===== src/rtl/peau_pkg.sv =====
package peau_pkg;

  typedef enum logic [1:0] {
    IDX_NONE  = 2'b00,
    IDX_INC   = 2'b01,
    IDX_DEC   = 2'b10,
    IDX_PLAIN = 2'b11
  } idxMode_e;

  typedef enum logic [2:0] {
    ST_IDLE = 3'd0,
    ST_RDHI = 3'd1,
    ST_RDLO = 3'd2,
    ST_FIN  = 3'd3,
    ST_DONE = 3'd4
  } eaState_e;

  // strobes from control to datapath
  typedef struct packed {
    logic loadOp;   // capture operands
    logic loadHi;   // capture pointer high byte
    logic loadLo;   // capture pointer low byte
    logic selLo;    // address the low pointer byte
    logic finish;   // register the results
  } eaStrobe_t;

endpackage


===== src/rtl/peau_idxadj.sv =====
module peau_idxadj
  import peau_pkg::*;
#(
  parameter int DATA_W = 8,
  parameter int OFS_W  = 13
) (
  input  idxMode_e            mode,
  input  logic [DATA_W-1:0]   idxVal,
  output logic [DATA_W-1:0]   adjIdx,
  output logic [OFS_W-1:0]    addVal,
  output logic                writeBack
);

  always_comb begin
    adjIdx    = idxVal;
    writeBack = 1'b0;
    case (mode)
      IDX_INC: begin
        adjIdx    = idxVal + DATA_W'(1);
        writeBack = 1'b1;
      end
      IDX_DEC: begin
        adjIdx    = idxVal - DATA_W'(1);
        writeBack = 1'b1;
      end
      default: adjIdx = idxVal;
    endcase
    addVal = (mode == IDX_NONE) ? '0 : OFS_W'(adjIdx);
  end

endmodule


===== src/rtl/peau_ctrl.sv =====
module peau_ctrl
  import peau_pkg::*;
(
  input  logic      clk,
  input  logic      rstN,
  input  logic      startReq,
  input  logic      wantIndirect,
  input  logic      memAck,
  output eaStrobe_t stb,
  output logic      memReq,
  output logic      busy,
  output logic      eaValid
);

  eaState_e stateQ, stateNxt;

  always_ff @(posedge clk or negedge rstN) begin
    if (!rstN) stateQ <= ST_IDLE;
    else       stateQ <= stateNxt;
  end

  always_comb begin
    stateNxt = stateQ;
    stb      = '0;
    case (stateQ)
      ST_IDLE: begin
        if (startReq) begin
          stb.loadOp = 1'b1;
          stateNxt   = wantIndirect ? ST_RDHI : ST_FIN;
        end
      end
      ST_RDHI: begin
        if (memAck) begin
          stb.loadHi = 1'b1;
          stateNxt   = ST_RDLO;
        end
      end
      ST_RDLO: begin
        stb.selLo = 1'b1;
        if (memAck) begin
          stb.loadLo = 1'b1;
          stateNxt   = ST_FIN;
        end
      end
      ST_FIN: begin
        stb.finish = 1'b1;
        stateNxt   = ST_DONE;
      end
      ST_DONE: stateNxt = ST_IDLE;
      default: stateNxt = ST_IDLE;
    endcase
  end

  assign memReq  = (stateQ == ST_RDHI) || (stateQ == ST_RDLO);
  assign busy    = (stateQ != ST_IDLE);
  assign eaValid = (stateQ == ST_DONE);

endmodule


===== src/rtl/peau_dpath.sv =====
module peau_dpath
  import peau_pkg::*;
#(
  parameter int ADDR_W = 15,
  parameter int OFS_W  = 13,
  parameter int DATA_W = 8
) (
  input  logic                clk,
  input  logic                rstN,
  input  eaStrobe_t           stb,
  input  logic [ADDR_W:0]     addrField,
  input  logic                isBranch,
  input  logic [DATA_W-1:0]   idxIn,
  input  logic [ADDR_W-OFS_W-1:0] pageIn,
  input  logic [DATA_W-1:0]   memData,
  output logic [ADDR_W-1:0]   memAddr,
  output logic [ADDR_W-1:0]   eaOut,
  output logic                idxWrEn,
  output logic [DATA_W-1:0]   idxWrData,
  output logic                pageWrEn,
  output logic [ADDR_W-OFS_W-1:0] pageWrData
);

  localparam int PAGE_W = ADDR_W - OFS_W;
  localparam int HI_W   = ADDR_W - DATA_W;

  logic               branchQ, indQ, wbQ;
  logic [ADDR_W-1:0]  fieldQ;
  logic [PAGE_W-1:0]  pageQ;
  logic [DATA_W-1:0]  adjQ;
  logic [OFS_W-1:0]   addQ;
  logic [HI_W-1:0]    hiQ;
  logic [DATA_W-1:0]  loQ;

  idxMode_e           modeIn;
  logic [DATA_W-1:0]  adjIdx;
  logic [OFS_W-1:0]   addVal;
  logic               writeBack;

  assign modeIn = idxMode_e'(addrField[OFS_W +: 2]);

  peau_idxadj #(.DATA_W(DATA_W), .OFS_W(OFS_W)) u_idxadj (
    .mode      (modeIn),
    .idxVal    (idxIn),
    .adjIdx    (adjIdx),
    .addVal    (addVal),
    .writeBack (writeBack)
  );

  // operand capture
  always_ff @(posedge clk or negedge rstN) begin
    if (!rstN) begin
      branchQ <= 1'b0;
      indQ    <= 1'b0;
      wbQ     <= 1'b0;
      fieldQ  <= '0;
      pageQ   <= '0;
      adjQ    <= '0;
      addQ    <= '0;
    end else if (stb.loadOp) begin
      branchQ <= isBranch;
      indQ    <= addrField[ADDR_W];
      wbQ     <= writeBack && !isBranch;
      fieldQ  <= addrField[ADDR_W-1:0];
      pageQ   <= pageIn;
      adjQ    <= adjIdx;
      addQ    <= isBranch ? '0 : addVal;
    end
  end

  // pointer capture
  always_ff @(posedge clk or negedge rstN) begin
    if (!rstN) begin
      hiQ <= '0;
      loQ <= '0;
    end else begin
      if (stb.loadHi) hiQ <= memData[HI_W-1:0];
      if (stb.loadLo) loQ <= memData;
    end
  end

  logic [ADDR_W-1:0] locAddr, baseAddr, eaNext;

  always_comb begin
    locAddr  = branchQ ? fieldQ : {pageQ, fieldQ[OFS_W-1:0]};
    memAddr  = stb.selLo ? locAddr + ADDR_W'(1) : locAddr;
    baseAddr = indQ ? {hiQ, loQ} : locAddr;
    if (branchQ) eaNext = baseAddr;
    else         eaNext = {baseAddr[ADDR_W-1:OFS_W], baseAddr[OFS_W-1:0] + addQ};
  end

  // result registers
  always_ff @(posedge clk or negedge rstN) begin
    if (!rstN) begin
      eaOut      <= '0;
      idxWrEn    <= 1'b0;
      idxWrData  <= '0;
      pageWrEn   <= 1'b0;
      pageWrData <= '0;
    end else begin
      idxWrEn  <= stb.finish && wbQ;
      pageWrEn <= stb.finish && branchQ;
      if (stb.finish) begin
        eaOut     <= eaNext;
        idxWrData <= adjQ;
        if (branchQ) pageWrData <= baseAddr[ADDR_W-1:OFS_W];
      end
    end
  end

endmodule


===== src/rtl/paged_ea_unit.sv =====
module paged_ea_unit
  import peau_pkg::*;
#(
  parameter int ADDR_W = 15,
  parameter int OFS_W  = 13,
  parameter int DATA_W = 8
) (
  input  logic                    clk,
  input  logic                    rstN,
  input  logic                    startReq,
  input  logic [ADDR_W:0]         addrField,
  input  logic                    isBranch,
  input  logic [DATA_W-1:0]       idxIn,
  input  logic [ADDR_W-OFS_W-1:0] pageIn,
  output logic                    busy,
  output logic                    memReq,
  output logic [ADDR_W-1:0]       memAddr,
  input  logic                    memAck,
  input  logic [DATA_W-1:0]       memData,
  output logic                    eaValid,
  output logic [ADDR_W-1:0]       eaOut,
  output logic                    idxWrEn,
  output logic [DATA_W-1:0]       idxWrData,
  output logic                    pageWrEn,
  output logic [ADDR_W-OFS_W-1:0] pageWrData
);

  eaStrobe_t stb;

  peau_ctrl u_ctrl (
    .clk          (clk),
    .rstN         (rstN),
    .startReq     (startReq),
    .wantIndirect (addrField[ADDR_W]),
    .memAck       (memAck),
    .stb          (stb),
    .memReq       (memReq),
    .busy         (busy),
    .eaValid      (eaValid)
  );

  peau_dpath #(.ADDR_W(ADDR_W), .OFS_W(OFS_W), .DATA_W(DATA_W)) u_dpath (
    .clk        (clk),
    .rstN       (rstN),
    .stb        (stb),
    .addrField  (addrField),
    .isBranch   (isBranch),
    .idxIn      (idxIn),
    .pageIn     (pageIn),
    .memData    (memData),
    .memAddr    (memAddr),
    .eaOut      (eaOut),
    .idxWrEn    (idxWrEn),
    .idxWrData  (idxWrData),
    .pageWrEn   (pageWrEn),
    .pageWrData (pageWrData)
  );

endmodule


===== config.mk =====
export PLATFORM = sky130hd
export DESIGN_NAME = paged_ea_unit
export DESIGN_NICKNAME = d
export VERILOG_FILES = /design/src/rtl/peau_pkg.sv /design/src/rtl/peau_idxadj.sv /design/src/rtl/peau_ctrl.sv /design/src/rtl/peau_dpath.sv /design/src/rtl/paged_ea_unit.sv
export SDC_FILE = /design/constraint.sdc
export NUM_CORES = 1
export LEC_CHECK = 0
export ABC_AREA = 1
export BUFFER_PORTS_ARGS = -buffer_cell sky130_fd_sc_hd__buf_2
export CORE_MARGIN = 8
export CORE_UTILIZATION = 60
export DETAILED_ROUTE_END_ITERATION = 16
export PLACE_DENSITY = 0.85
export RECOVER_POWER = 25
export SLEW_MARGIN = 20
export SYNTH_ARGS = -nofsm -noshare
export SYNTH_HDL_FRONTEND = slang
export SYNTH_SLANG_ARGS = --single-unit

===== constraint.sdc =====
create_clock -name clk -period 5.82 [get_ports clk]
set_input_delay 0.582 -clock clk [delete_from_list [all_inputs] [get_ports clk]]
set_output_delay 0.582 -clock clk [all_outputs]
set_load 0.02 [all_outputs]

Yosys cells after proc, flatten, opt, wreduce, memory -nomap -nowiden
Cells that the tools add are included.
{ "word_totals": {"inputBits": 39, "regBits": 86} }
{ "op_classes": {"mux": 19, "eq_ne": 9, "n_reduce_logical": 11, "add_sub_neg": 4} }
{ "ops": {"columns": ["op", "count"], "rows": [
  ["$mux 15", 3],
  ["$mux 8", 2],
  ["$pmux 8 s2", 1],
  ["$add 15x1->15 const B", 1],
  ["$add 13x13->13", 1],
  ["$mux 13", 1],
  ["$pmux 3 s4", 1],
  ["$mux 3", 3],
  ["$add 8x1->8 const B", 1],
  ["$sub 8x1->8 const B", 1],
  ["$eq 3x2->1 const B", 2],
  ["$mux 1", 6],
  ["$ne 2x2->1 const B", 3],
  ["$mux 2", 2],
  ["$eq 3x1->1 const B", 1],
  ["$eq 3x3->1 const B", 1],
  ["$logic_and 1x1->1", 3],
  ["$logic_not 3->1", 1],
  ["$reduce_and 3->1", 1],
  ["$reduce_bool 3->1", 1],
  ["$eq 2x1->1 const B", 1],
  ["$eq 2x2->1 const B", 1],
  ["$logic_not 2->1", 1],
  ["$reduce_and 2->1", 1],
  ["other kinds (3)", 3]
]} }

Logic depth before layout (Yosys ltp)
Gate-level depths: netlist (run 1).
{ "logic_depth": {"ltp_word": 4, "mapped_depth": 15, "depth_no_buf": 14} }

By module
From an unflattened synthesis (run 1), not the netlist that was laid out.
{ "unflattened": {"hier_cells": 692, "hier_area_um2": 5247.5} }
{ "by_module_without_submodules": {"columns": ["module", "cells_each", "n_inst", "area_per_inst_um2", "seq_area_each_um2"], "rows": [
  ["peau_dpath", 527, 1, 4322.9, 2077.0],
  ["peau_idxadj", 134, 1, 714.4, 0.0],
  ["peau_ctrl", 31, 1, 210.2, 75.1]
]} }

Worst setup path before layout (run 1)
Ideal clock, no wire load.
{ "synth_timing": {"path_type": "register -> register", "startpoint": "register u_dpath.indQ", "endpoint": "register u_dpath.eaOut[10]", "arrival_time_ns": 2.124, "path_buffers": 2, "synth_period_minus_slack_ns": 2.247, "required_time_ns": 5.697, "slack_ns": 3.573, "path_stages_with_launch": 15, "setup_time_ns": 0.123, "cell_sequence": "dfrtp_1 buf_4 buf_2 nand2_1 o21ai_0 ha_1 fa_1 nand3_1 nand2_1 nand2_1 nand3_1 nand2_1 nor2_1 o21ai_0 nand2_1"} }
{ "synth_via": {"elab_chain_cells": 3} }
{ "synth_rtl": {"columns": ["element", "line_no", "source"], "rows": [
  ["start: declaration", "peau_dpath.sv:27", "logic branchQ, indQ, wbQ;"],
  ["start signal: assignment", "peau_dpath.sv:62", "indQ <= addrField[ADDR_W];"],
  ["$mux 15 (*)", "peau_dpath.sv:87", "baseAddr = indQ ? {hiQ, loQ} : locAddr;"],
  ["$add 13x13->13", "peau_dpath.sv:89", "else eaNext = {baseAddr[ADDR_W-1:OFS_W], baseAddr[OFS_W-1:0] + addQ};"],
  ["$mux 13 (*)", "peau_dpath.sv:88", "if (branchQ) eaNext = baseAddr;"],
  ["end signal: assignment", "peau_dpath.sv:104", "eaOut <= eaNext;"],
  ["end: declaration", "peau_dpath.sv:17", "output logic [ADDR_W-1:0] eaOut,"]
]} }
Mark *: on every way between the ends. The rest lies on a longest branch, timed or not.
A chain may end at the register's enable or synchronous reset.

Final worst setup path (run 1)
{ "layout_timing": {"startpoint": "register u_ctrl.stateQ[2]", "endpoint": "output port memAddr[9]"} }
{ "layout_via": {"elab_chain_cells": 3} }
{ "layout_rtl": {"columns": ["element", "line_no", "source"], "rows": [
  ["start: declaration", "peau_ctrl.sv:15", "eaState_e stateQ, stateNxt;"],
  ["start signal: assignment", "peau_ctrl.sv:19", "else stateQ <= stateNxt;"],
  ["$eq 3x2->1", "peau_ctrl.sv:25", "case (stateQ)"],
  ["$mux 2", "peau_ctrl.sv:25", null],
  ["$mux 15", "peau_dpath.sv:86", "memAddr = stb.selLo ? locAddr + ADDR_W'(1) : locAddr;"],
  ["end: declaration", "paged_ea_unit.sv:17", "output logic [ADDR_W-1:0] memAddr,"]
]} }
No other way between the ends.

==> impl_metrics.ini, run 1 <==
[status]
outcome = finished with violations
violations = max-capacitance violations, max-slew violations

[placement]
place_area_mm2 = 0.00496
io_buffers = 83
dp_hpwl_um = 8720
globalplace.congestion = 0.907

[worst_setup_path]
cp-start-kind = flip-flop
critPathSlowestCell = dfrtp_1
path_cells = nor2_2, nand2_2, inv_2, nand4_1, nor3_2, nand2_1, xor2_1, inv_1, buf_2
crit_type = reg2out
cp.arrival_ns = 2.12
critPathMaxStageDelay_ns = 0.42
reg2reg_to = u_dpath.eaOut[10]
ff2ff_setup_slack_ns = 3.17
critPathRequiredTime_ns = 5.24
worstRegToRegCells = 11
cp_max_fo = 6
crit_path_end_kind = output port
timing.rr.start = u_dpath.indQ

[clock_network]
cts_buffer_depth = 2
cts.sinks = 81
htree_levels = 3
hold_buffers = 0
clockRootBuffer = clkbuf_8
cts_tree = yes
cts_buffers = 9
cts_setup_buffers = 0
clock_latency_ns = 0.36
clk_pin_slew_worst_paths_ns = 0.09
cts_resized = 0

[die]
core_area_mm2 = 0.00725
ios = 84
start_util = 0.619
die_height_um = 103
die_w_um = 103
die-area_mm2 = 0.0105
core.rowCount = 31

[routing]
drc = 0
vias = 4168
dr.pass1.iters = 6
vias_per_cell = 5.34
wire_per_inst_um = 15.0
ant_nets = 0
first_iter_violations = 230
wirelength_um = 11700

[timing]
timing.final.crit_share = 0.465
hold_viol_final = 0
setup-tns-final_ns = 0
grt_setup_unrepaired = false
worstMarginPinSlew_ns = 2.10
setup_viol = 0
drv_slew = 40
slew_headroom = -0.402
fin_crit_ns = 2.71
holdWs_ns = 0.422
fin_skew_ns = 0.0165
timing.fmax_ghz = 0.369

[hold_path]
holdPathEnd = u_dpath.fieldQ[1]
hold_depth = 3
hold_path.class = in2reg
holdCritStartpoint = addrField[1]

[power]
power.density_mw_per_mm2 = 563
ir_drop_v = 0.000290
power.leakage_nw = 2.80

[synthesis]
synthDistinctLibCells = 32
yosysTopAreaCellShare = 0.451
ys_ff_latch = 81
synth-edff-count = 0
netlist_area_mm2 = 0.00449
synth.avg_cell_area_um2 = 7.51
synth_nets = 652
synth_cells = 598
yosys-top-cells-area = dfrtp_1 45%, nand2_1 16%, o21ai_0 8.9%, inv_1 5.5%, ha_1 3.9%
async_reset_ff_frac = 1.00
ys_seq_area_frac = 0.451
synth.most_common_cell = nand2_1
synth_top_cells_by_count = 195 x nand2_1, 81 x dfrtp_1, 80 x o21ai_0, 66 x inv_1, 36 x nor2_1
yosysTopAreaCell = dfrtp_1
yosysWarnings = 0
ys.flop_type = dfrtp_1

[global_route]
first_global_vias = 4047
antenna_found_initial = 0
grt_start_max_net_pins = 82
grt_remaining_overflow = 0
grtUsageTotal = 0.231
grt_pass1_wl_um = 19100

[cells_and_area]
antennaDiodeCount = 0
synthToLayoutAreaGrowth_pct = 15.5
final_nets = 730
fin_area_mm2 = 0.00519
seq_area_mm2 = 0.00203
fill_cells = 582
drive_gt1_frac = 0.172
multi_input_area_mm2 = 0.00212

[job]
max_cap_viol_count = 1
[power breakdown]
group / switching, mW / internal (mW) / total, mW
clock network: 0.212 / 0.224 / 0.436
logic: 0.995 / 0.471 / 1.47
registers: 0.195 / 0.824 / 1.02
total: 1.40 / 1.52 / 2.92
[metal layers]
layer | global-route usage | up-vias | part of all wire
met5 | 0 | - | 0
met4 | 0.0903 | 0 | 0.022
met3 | 0.0459 | 20 | 0.068
met2 | 0.377 | 143 | 0.49
met1 | 0.295 | 1952 | 0.42
li1 | - | 2053 | -
[flip-flops by register name, indices dropped and copies added (netlist names)]
| name | cells |
|---|---|
| u_dpath.indQ | 1 |
| u_dpath.hiQ | 7 |
| u_dpath.adjQ | 8 |
| u_dpath.pageWrData | 2 |
| u_dpath.idxWrData | 8 |
| u_dpath.pageQ | 2 |
| u_dpath.loQ | 8 |
| u_dpath.addQ | 8 |
| u_dpath.wbQ | 1 |
| u_ctrl.stateQ | 3 |
| u_dpath.branchQ | 1 |
| u_dpath.eaOut | 15 |
| u_dpath.idxWrEn | 1 |
| u_dpath.pageWrEn | 1 |
| u_dpath.fieldQ | 15 |
[through the flow]
step	setup WS, ns	total power [mW]	util	cells
5_1_grt	2.94	3.15	0.715	780
4_1_cts	3.09	2.92	0.713	779
2_1_floorplan	3.57	2.01	-	598
6_report	3.11	2.92	0.715	780
3_5_place_dp	3.29	2.47	0.684	763
3_3_place_gp	3.38	2.41	0.684	763
[cells in the final DEF (no fill, tap or decap), drive strengths merged, types with 2 or more instances in the layout]
master / netlist / final
xnor2: 4 / 4
nand2: 196 / 196
a21oi: 25 / 25
ha: 14 / 14
nor3: 6 / 6
clkbuf: 13 / 12
buf: 6 / 85
o21ai: 81 / 81
dfrtp: 81 / 81
nand3: 31 / 31
clkinvlp: 0 / 2
nor2: 40 / 40
xor2: 17 / 17
inv: 69 / 70
or2: 2 / 2
nand4: 5 / 5
[worst max-delay path: cells and delay by family (launching register included)]
family,cells,cell delay (ns)
flip-flops,1,0.42
XOR/XNOR,1,0.16
AND/OR/NAND/NOR,5,0.83
buffers and inverters,3,0.35
[worst max-delay path by stage]
stage	start	end	slack, ns	depth (start not counted)
after floorplan	u_dpath.indQ	u_dpath.eaOut[10]	3.57	14
after global placement	u_dpath.indQ	u_dpath.eaOut[10]	3.38	11
after detailed placement	u_dpath.indQ	u_dpath.eaOut[10]	3.29	11
after CTS	u_ctrl.stateQ[2]	memAddr[9]	3.09	9
after global routing	u_ctrl.stateQ[2]	memAddr[9]	2.94	9
final	u_ctrl.stateQ[2]	memAddr[9]	3.11	9
[final cells by class]
class,count,share of cell area
Tap cell,99,0.0239
Inverter,69,0.0499
Multi-Input combinational cell,429,0.408
Clock buffer,11,0.0292
Sequential cell,81,0.391
Timing Repair Buffer,86,0.0866
Clock inverter,5,0.0121
[cell families after synthesis]
group / share of synthesized area
AOI/OAI and AO/OA: 0.127
xor gates and xnor gates: 0.0409
adders and majority gates: 0.0435
buffers and inverters: 0.0777
DFF: 0.451
muxes: 0.00251
and+or+nand+nor: 0.257
Note: power is estimated with default switching activity, not from simulation.
==> inputs of run 2 (changes only) <==
Settings changed: ABC_AREA 1 to 0, CORE_UTILIZATION 60 to 56, PLACE_DENSITY 0.85 to 0.8.
Clock period 5.82 ns to 2.7 ns, I/O delays scaled along.
==> run 2 against run 1 <==
  * The run still ends with max-capacitance violations, max-slew violations left
  * Power increased by 130%
  * Critical path depth stayed put
  * Die area rose by 7.5%
  * Clock skew decreased by 0.0025 ns
  * Critical path type is now reg2reg
  * Largest cell class unchanged
==> impl_metrics.ini, run 2 <==
[status]
outcome = finished with violations
violations = max-capacitance violations, max-slew violations

[power]
total_power_mw = 6.63
ir_drop_v = 0.000567
power.density_mw_per_mm2 = 1250
power_switching_mw = 2.95
p_clk_frac = 0.135
power_switching_share = 0.445
power.internal_mw = 3.68
comb_power_share = 0.521
seq_power_share = 0.344
power.leakage_nw = 2.52

[cells_and_area]
seq_area_mm2 = 0.00203
layout_common_cells = 82 x buf_2, 81 x dfrtp_1, 76 x nand2_1, 44 x mux2_2, 37 x o21ai_0
final_nets = 592
synthToLayoutAreaGrowth_pct = 16.4
antennaDiodeCount = 0
drive_gt1_frac = 0.302
fill_cells = 664
multi_input_area_mm2 = 0.00240
top_regs = u_dpath.eaOut: 15 flops, u_dpath.fieldQ: 15 flops
final_common_cell = buf_2

[timing]
drv_slew = 32
setup_viol = 0
timing.fmax_ghz = 0.394
grt_setup_unrepaired = false
timing.final.crit_share = 0.940
hold_viol_final = 0
worstMarginPinSlew_ns = 1.81
slew_headroom = -0.204
fin_crit_ns = 2.54
fin_skew_ns = 0.0141
setup-tns-final_ns = 0

[die]
start_util = 0.567
ios = 84
die_height_um = 106
core.rowCount = 33
die_w_um = 106
die-area_mm2 = 0.0113
core_area_mm2 = 0.00805

[global_route]
grtUsageTotal = 0.203
antenna_found_initial = 0
grt_pass1_wl_um = 18500
grt_remaining_overflow = 0
first_global_vias = 3839
grt_start_max_net_pins = 82

[clock_network]
cts_buffers = 9
cts.sinks = 81
clockRootBuffer = clkbuf_8
cts_tree = yes
clock_latency_ns = 0.36
clk_pin_slew_worst_paths_ns = 0.09
cts_buffer_depth = 2
htree_levels = 3

[synthesis]
ys_ff_latch = 81
synth.avg_cell_area_um2 = 9.97
synth_nets = 512
synth-edff-count = 0
yosys-top-cells-area = dfrtp_1 44%, mux2_2 11%, nand2_1 6.2%, xnor2_1 4.4%, o21ai_0 4.1%
yosysWarnings = 0
ys_seq_area_frac = 0.444
netlist_area_mm2 = 0.00457
yosysTopAreaCell = dfrtp_1
synth.most_common_cell = dfrtp_1
synth_cells = 458
synth_top_cells_by_count = 81 x dfrtp_1, 76 x nand2_1, 44 x mux2_2, 37 x o21ai_0, 23 x xnor2_1
async_reset_ff_frac = 1.00
ys.flop_type = dfrtp_1
synthDistinctLibCells = 59
yosysTopAreaCellShare = 0.444

[worst_setup_path]
crit_path_end_kind = flip-flop
timing.rr.start = u_dpath.indQ
critPathRequiredTime_ns = 2.99
critPathMaxStageDelay_ns = 0.37
crit_type = reg2reg
reg2reg_to = u_dpath.eaOut[7]
path_delay_family = compound AO/OA/AOI/OAI gates
crit_buf_inv = 2
cp.arrival_ns = 2.83
cp_max_fo = 12
path_cells = buf_4, buf_4, mux2_2, ha_1, a21oi_1, a21oi_1, o21a_1, o311ai_0, o21a_1
ff2ff_setup_slack_ns = 0.16
worstRegToRegCells = 9
cp-start-kind = flip-flop
setup.worst_path.start = u_dpath.indQ
critPathSlowestCell = dfrtp_1

[job]
max_cap_viol_count = 1

[routing]
routed.top_layer = met4
wl_met3_um = 596
wirelength_um = 11000
drc = 0
dr_wl_met2_um = 5360
ant_nets = 0
wire_per_inst_um = 17.0
vias = 3678
vias_per_cell = 5.68
first_iter_violations = 114
dr.pass1.iters = 4
met1_length_um = 4630

[hold_path]
holdCritStartpoint = addrField[9]
holdPathEnd = u_dpath.fieldQ[9]
hold_path.class = in2reg
hold_depth = 2

[placement]
globalplace.congestion = 0.893
dp_hpwl_um = 8350
io_buffers = 83
## run 2: worst max-delay path by stage
stage / depth (start not counted) / to
2_1_floorplan: 11 / u_dpath.eaOut[10]
3_3_place_gp: 9 / u_dpath.eaOut[10]
3_5_place_dp: 9 / u_dpath.eaOut[10]
4_1_cts: 9 / u_dpath.eaOut[12]
5_1_grt: 10 / u_dpath.eaOut[12]
6_report: 9 / u_dpath.eaOut[7]
## run 2: per-layer routing
metal / GRT usage / vias to the layer above
met5: 0 / -
met2: 0.330 / 116
li1: - / 1779
met3: 0.0514 / 31
met4: 0.116 / 0
met1: 0.241 / 1752
## run 2: final cells by class
| type | instances | share of cell area |
|---|---|---|
| sequential | 81 | 0.382 |
| inverter | 10 | 0.00707 |
| timing repair buffer | 93 | 0.0963 |
| tap | 105 | 0.0247 |
| clock inverter | 7 | 0.0146 |
| clock buffer | 9 | 0.0233 |
| multi-input combinational | 343 | 0.452 |
## run 2: what timing repair did
action | in CTS | in global routing
endpoints found under the setup margin | 0 | 3
hold buffers | 0 | 1
hold endpoints to repair | 0 | 31
gates resized for setup | 0 | 4
buffers inserted | 0 | 0
## run 2: through the flow
step	instances	instance area, um^2	hold WS, ns	utilization	setup slack (ns)
after floorplan	458	4570	-0.0256	-	0.0245
after global placement	630	5060	0.457	0.629	0.268
after detailed placement	630	5060	0.457	0.629	0.183
after CTS	646	5270	0.105	0.654	0.158
after global routing	648	5310	0.117	0.660	0.0309
final	648	5310	0.132	0.660	0.162
## run 2: logic make-up (layout without fill, tap and decap cells)
family | count (synthesis) | count (layout) | synth area share
and+or+nand+nor | 149 | 149 | 0.161
AOI/OAI and AO/OA | 93 | 93 | 0.127
DFF | 81 | 81 | 0.444
muxes | 54 | 54 | 0.130
buffers and inverters | 34 | 119 | 0.0326
xor gates and xnor gates | 32 | 32 | 0.0614
adders and majority gates | 15 | 15 | 0.0428
## run 2: power by group through the flow
stage / clock network (mW) / registers [mW] / logic, mW
floorplan: 0 / 2.30 / 2.38
global placement: 0 / 2.26 / 3.32
detailed placement: 0 / 2.29 / 3.42
CTS: 0.912 / 2.27 / 3.44
global route: 0.960 / 2.36 / 3.83
finish: 0.894 / 2.28 / 3.45
